[src/rtl/usr_pkg.sv]
package usr_pkg;
  typedef enum logic [1:0] {
    MODE_KEEP = 2'b00,
    MODE_UP   = 2'b01,
    MODE_DOWN = 2'b10,
    MODE_CAPT = 2'b11
  } mode_e;
endpackage

[src/rtl/usr_core.sv]
module usr_core #(
  parameter int WIDTH = 8
) (
  input  logic              clk,
  input  logic              clr_n,
  input  usr_pkg::mode_e    mode,
  input  logic              ser_up_in,
  input  logic              ser_dn_in,
  input  logic [WIDTH-1:0]  load_val,
  output logic [WIDTH-1:0]  q
);
  import usr_pkg::*;
  localparam int MSB = WIDTH - 1;

  logic [WIDTH-1:0] up_val, dn_val, nxt;

  // neighbour selection for both shift directions, one bit per slice
  for (genvar i = 0; i < WIDTH; i++) begin : g_slice
    if (i == 0) begin : g_lo
      assign up_val[i] = ser_up_in;
    end else begin : g_lo_n
      assign up_val[i] = q[i-1];
    end
    if (i == MSB) begin : g_hi
      assign dn_val[i] = ser_dn_in;
    end else begin : g_hi_n
      assign dn_val[i] = q[i+1];
    end
  end

  always_comb begin
    unique case (mode)
      MODE_UP:   nxt = up_val;
      MODE_DOWN: nxt = dn_val;
      MODE_CAPT: nxt = load_val;
      default:   nxt = q;
    endcase
  end

  always_ff @(posedge clk) begin
    if (!clr_n) q <= '0;
    else        q <= nxt;
  end

  // assertion support: becomes true after the first clear
  logic clr_seen = 1'b0;
  always_ff @(posedge clk) begin
    if (!clr_n) clr_seen <= 1'b1;
  end

  p_clear_r5: assert property (@(posedge clk) !clr_n |=> (q == '0));
  p_keep_r1: assert property (@(posedge clk) disable iff (!clr_seen)
    (clr_n && mode == MODE_KEEP) |=> (q == $past(q)));
  p_up_r2: assert property (@(posedge clk) disable iff (!clr_seen)
    (clr_n && mode == MODE_UP) |=> (q[0] == $past(ser_up_in) && q[MSB:1] == $past(q[MSB-1:0])));
  p_down_r3: assert property (@(posedge clk) disable iff (!clr_seen)
    (clr_n && mode == MODE_DOWN) |=> (q[MSB] == $past(ser_dn_in) && q[MSB-1:0] == $past(q[MSB:1])));
  p_capt_r4: assert property (@(posedge clk) disable iff (!clr_seen)
    (clr_n && mode == MODE_CAPT) |=> (q == $past(load_val)));
endmodule

[src/rtl/usr_bus_ctrl.sv]
module usr_bus_ctrl #(
  parameter int WIDTH = 8
) (
  input  usr_pkg::mode_e    mode,
  input  logic              oe_a_n,
  input  logic              oe_b_n,
  input  logic [WIDTH-1:0]  q,
  output logic              drive,
  output logic [WIDTH-1:0]  bus_out
);
  import usr_pkg::*;
  logic oe_ok;

  assign oe_ok   = ~oe_a_n & ~oe_b_n;
  // a capture always frees the bus for the external source
  assign drive   = oe_ok & (mode != MODE_CAPT);
  assign bus_out = drive ? q : '0;
endmodule

[src/rtl/bidir_shift_reg.sv]
module bidir_shift_reg #(
  parameter int WIDTH = 8
) (
  input  logic              clk,
  input  logic              clr_n,
  input  logic [1:0]        fsel,
  input  logic              oe_a_n,
  input  logic              oe_b_n,
  input  logic              ser_up_in,
  input  logic              ser_dn_in,
  input  logic [WIDTH-1:0]  bus_in,
  output logic [WIDTH-1:0]  bus_out,
  output logic              bus_drive,
  output logic              ser_out_lo,
  output logic              ser_out_hi
);
  import usr_pkg::*;
  localparam int MSB = WIDTH - 1;

  mode_e            mode;
  logic [WIDTH-1:0] q;

  assign mode = mode_e'(fsel);

  usr_core #(.WIDTH(WIDTH)) u_core (
    .clk       (clk),
    .clr_n     (clr_n),
    .mode      (mode),
    .ser_up_in (ser_up_in),
    .ser_dn_in (ser_dn_in),
    .load_val  (bus_in),
    .q         (q)
  );

  usr_bus_ctrl #(.WIDTH(WIDTH)) u_bus (
    .mode    (mode),
    .oe_a_n  (oe_a_n),
    .oe_b_n  (oe_b_n),
    .q       (q),
    .drive   (bus_drive),
    .bus_out (bus_out)
  );

  // serial taps ignore the output controls so chains keep working
  assign ser_out_lo = q[0];
  assign ser_out_hi = q[MSB];

  logic armed = 1'b0;
  always_ff @(posedge clk) begin
    if (!clr_n) armed <= 1'b1;
  end

  p_release_r6: assert property (@(posedge clk) disable iff (!armed)
    (fsel == 2'b11) |-> !bus_drive);
  p_oe_off_r6: assert property (@(posedge clk) disable iff (!armed)
    (oe_a_n || oe_b_n) |-> !bus_drive);
  p_show_r7: assert property (@(posedge clk) disable iff (!armed)
    bus_drive |-> (bus_out == q));
  p_quiet_r7: assert property (@(posedge clk) disable iff (!armed)
    !bus_drive |-> (bus_out == '0));
endmodule

[config.mk]
export PLATFORM = sky130hd
export DESIGN_NAME = bidir_shift_reg
export DESIGN_NICKNAME = d
export VERILOG_FILES = /design/src/rtl/usr_pkg.sv /design/src/rtl/usr_core.sv /design/src/rtl/usr_bus_ctrl.sv /design/src/rtl/bidir_shift_reg.sv
export SDC_FILE = /design/constraint.sdc
export NUM_CORES = 1
export LEC_CHECK = 0
export ABC_AREA = 0
export BUFFER_PORTS_ARGS = -buffer_cell sky130_fd_sc_hd__buf_4
export CORE_MARGIN = 2
export CORE_UTILIZATION = 37
export DETAILED_ROUTE_END_ITERATION = 16
export PLACE_DENSITY = 0.71
export SLEW_MARGIN = 20
export SYNTH_ARGS = -nofsm -noshare
export SYNTH_HDL_FRONTEND = slang
export SYNTH_SLANG_ARGS = --single-unit
[constraint.sdc]
create_clock -name clk -period 0.8 [get_ports clk]
set_input_delay 0.12 -clock clk [delete_from_list [all_inputs] [get_ports clk]]
set_output_delay 0.12 -clock clk [all_outputs]
set_load 0.005 [all_outputs]
==> metrics.cfg <==
[sta]
finalSetupTns_ns=-2.00
clock.fmax_ghz=1.01
maxSlewViolCount=0
tightestPinTransition_ns=0.304
timing.final.ws_setup_ns=-0.188
layout_min_cycle_time_ns=0.988
slew_headroom_pct=79.7
fin_skew_ns=0.000694
finalSetupViolCount=14
rsz0062_at_grt=yes
post-route-period-util_pct=124
hold_viol_final=0

[logic_synthesis]
ys_types=10
synth_area_um2=480
synth_nets=62
syn_avg_cell_area_um2=10.4
syn_inst=46
ys_warn_count=0
ys_seq_area_share_pct=33.3
synth.ff_latch_count=8

[global_routing]
overflow=0
grt_use_total_pct=20.6
antenna_found_initial=0
grt_start_max_net_pins=17
grt_pass1_wl_um=2100
grt_pass1_vias=484

[power]
powerDensity_nw_per_um2=1190
cellLeakagePower_uw=0.000456
power.total_uw=1110
vdd_drop_max_mv=1.02

[layout]
syn_to_final_growth_pct=94.3
n_fill_cell=73
largest_reg_flops=8
drive_gt1_share_pct=71.9
final_area_um2=933
regMostFlops=u_core.q
num_antenna_cells=0
layout_common_cells=buf_4, buf_6, mux2i_1
multi_input_area_um2=314
final-seq-area_um2=170
reg.largest.list=u_core.q (8)
nNetsFinal=107

[setup_path]
ff2ff_path_depth=3
worstSetupStartpointType=primary input
worst_setup_path_end_kind=output port
r2r_start=u_core.q[3]
required_ns=0.68
rrSetupSlack_ns=-0.06
crit_start=fsel[0]
critPathMaxFanout=5
critPathCapture=bus_out[2]
crit_arrival_ns=0.87
r2r-end=u_core.q[3]
crit_type=in2out

[die]
io_pins=27
rows=12
core_area_um2=1160
die-area_um2=1600
die_y_um=40.0
initial_core_util_pct=41.6
die_w_um=40.0

[placed_design]
hpwl_um=809
portBuffers=26
gp_congestion=0.720
placed_cell_area_um2=693

[clock_network]
clk_latency_ns=0.26
cts_root_buf=clkbuf_4
cts_buffer_depth=2
clkTransAtPathRegs_ns=0.06
cts_made_buffers=3
tritoncts=built
ctsHtreeMaxLevel=1
hold_buffers=0
cts.sink_count=8

[routing]
wire_per_inst_um=15.3
route.detailed.drc=0
drt-initial-drc-count=4
wl_um=1580
drt_pass1_iterations=2
antenna_left=0
vias=530
viasPerCell=5.15

[outcome]
status=finished, violations left
violations=setup timing

[run]
max_cap_violations=0

[worst_hold_path]
hold_path_class=in2reg

-- power breakdown --
group / switching (uW) / leakage, uW / internal [uW] / total, uW
Sequential: 19.3 / 0.0000688 / 428 / 447
Clock: 150 / 0.0000138 / 173 / 322
Combinational: 124 / 0.000374 / 216 / 340
Total: 293 / 0.000456 / 816 / 1110
-- cell type report --
type / count / area share [%]
Clock buffer: 3 / 2.41
Multi-Input combinational cell: 35 / 33.6
Sequential cell: 8 / 18.2
Tap cell: 14 / 1.88
Timing Repair Buffer: 43 / 43.8
-- cell usage after synthesis --
cell type  count  area, um2
o22ai_1        8       50.1
nand2b_1       1       6.26
and2_1         8       50.1
buf_6          1       11.3
mux2i_1       16        160
dfxtp_1        8        160
clkbuf_1       1       3.75
nand2_1        1       3.75
a211oi_4       1       20.0
buf_8          1       15.0
-- per-layer routing --
| layer | part of all wire, % | track usage [%] | vias up |
|---|---|---|---|
| met1 | 43 | 25.3 | 252 |
| met2 | 52 | 31.9 | 14 |
| met3 | 3.9 | 5.00 | 4 |
| li1 | - | - | 260 |
| met4 | 1.6 | 12.9 | 0 |
| met5 | 0 | 0 | - |
-- logic make-up after synthesis --
kind of cell	after synthesis	share of synthesized area [%]
compound gates	9	14.6
buf+inv	3	6.25
flops	8	33.3
mux	16	33.3
simple gates	10	12.5
-- timing repair --
item                       CTS  global route
pin swaps                    5            10
buffers inserted            11             2
gates resized for setup     24            16
setup endpoints to repair   11            19
-- worst min path at each step --
stage                          from     endpoint  slack, ns  cells after the start
after floorplan              oe_a_n    bus_drive       0.27                      1
after global placement    bus_in[1]  u_core.q[1]       0.40                      3
after detailed placement  bus_in[7]  u_core.q[7]       0.41                      3
after CTS                 bus_in[5]  u_core.q[5]       0.15                      3
after global routing      bus_in[1]  u_core.q[1]       0.15                      3
final                     bus_in[5]  u_core.q[5]       0.13                      3
-- through the flow --
| step | setup slack [ns] | utilization (%) | instances | hold slack (ns) |
|---|---|---|---|---|
| 6_report | -0.188 | 80.7 | 103 | 0.128 |
| 5_1_grt | -0.219 | 80.7 | 103 | 0.146 |
| 4_1_cts | -0.160 | 74.6 | 101 | 0.150 |
| 3_5_place_dp | -0.237 | 60.0 | 87 | 0.412 |
| 3_3_place_gp | -0.221 | 60.0 | 87 | 0.405 |
| 2_1_floorplan | -0.0290 | - | 46 | 0.267 |
-- critical path, stage by stage --
cell,delay [ns]
buf_8,0.10
a211oi_4,0.27
buf_6,0.16
and2_4,0.13
buf_6,0.08
Power figures use the tool's default switching activity.
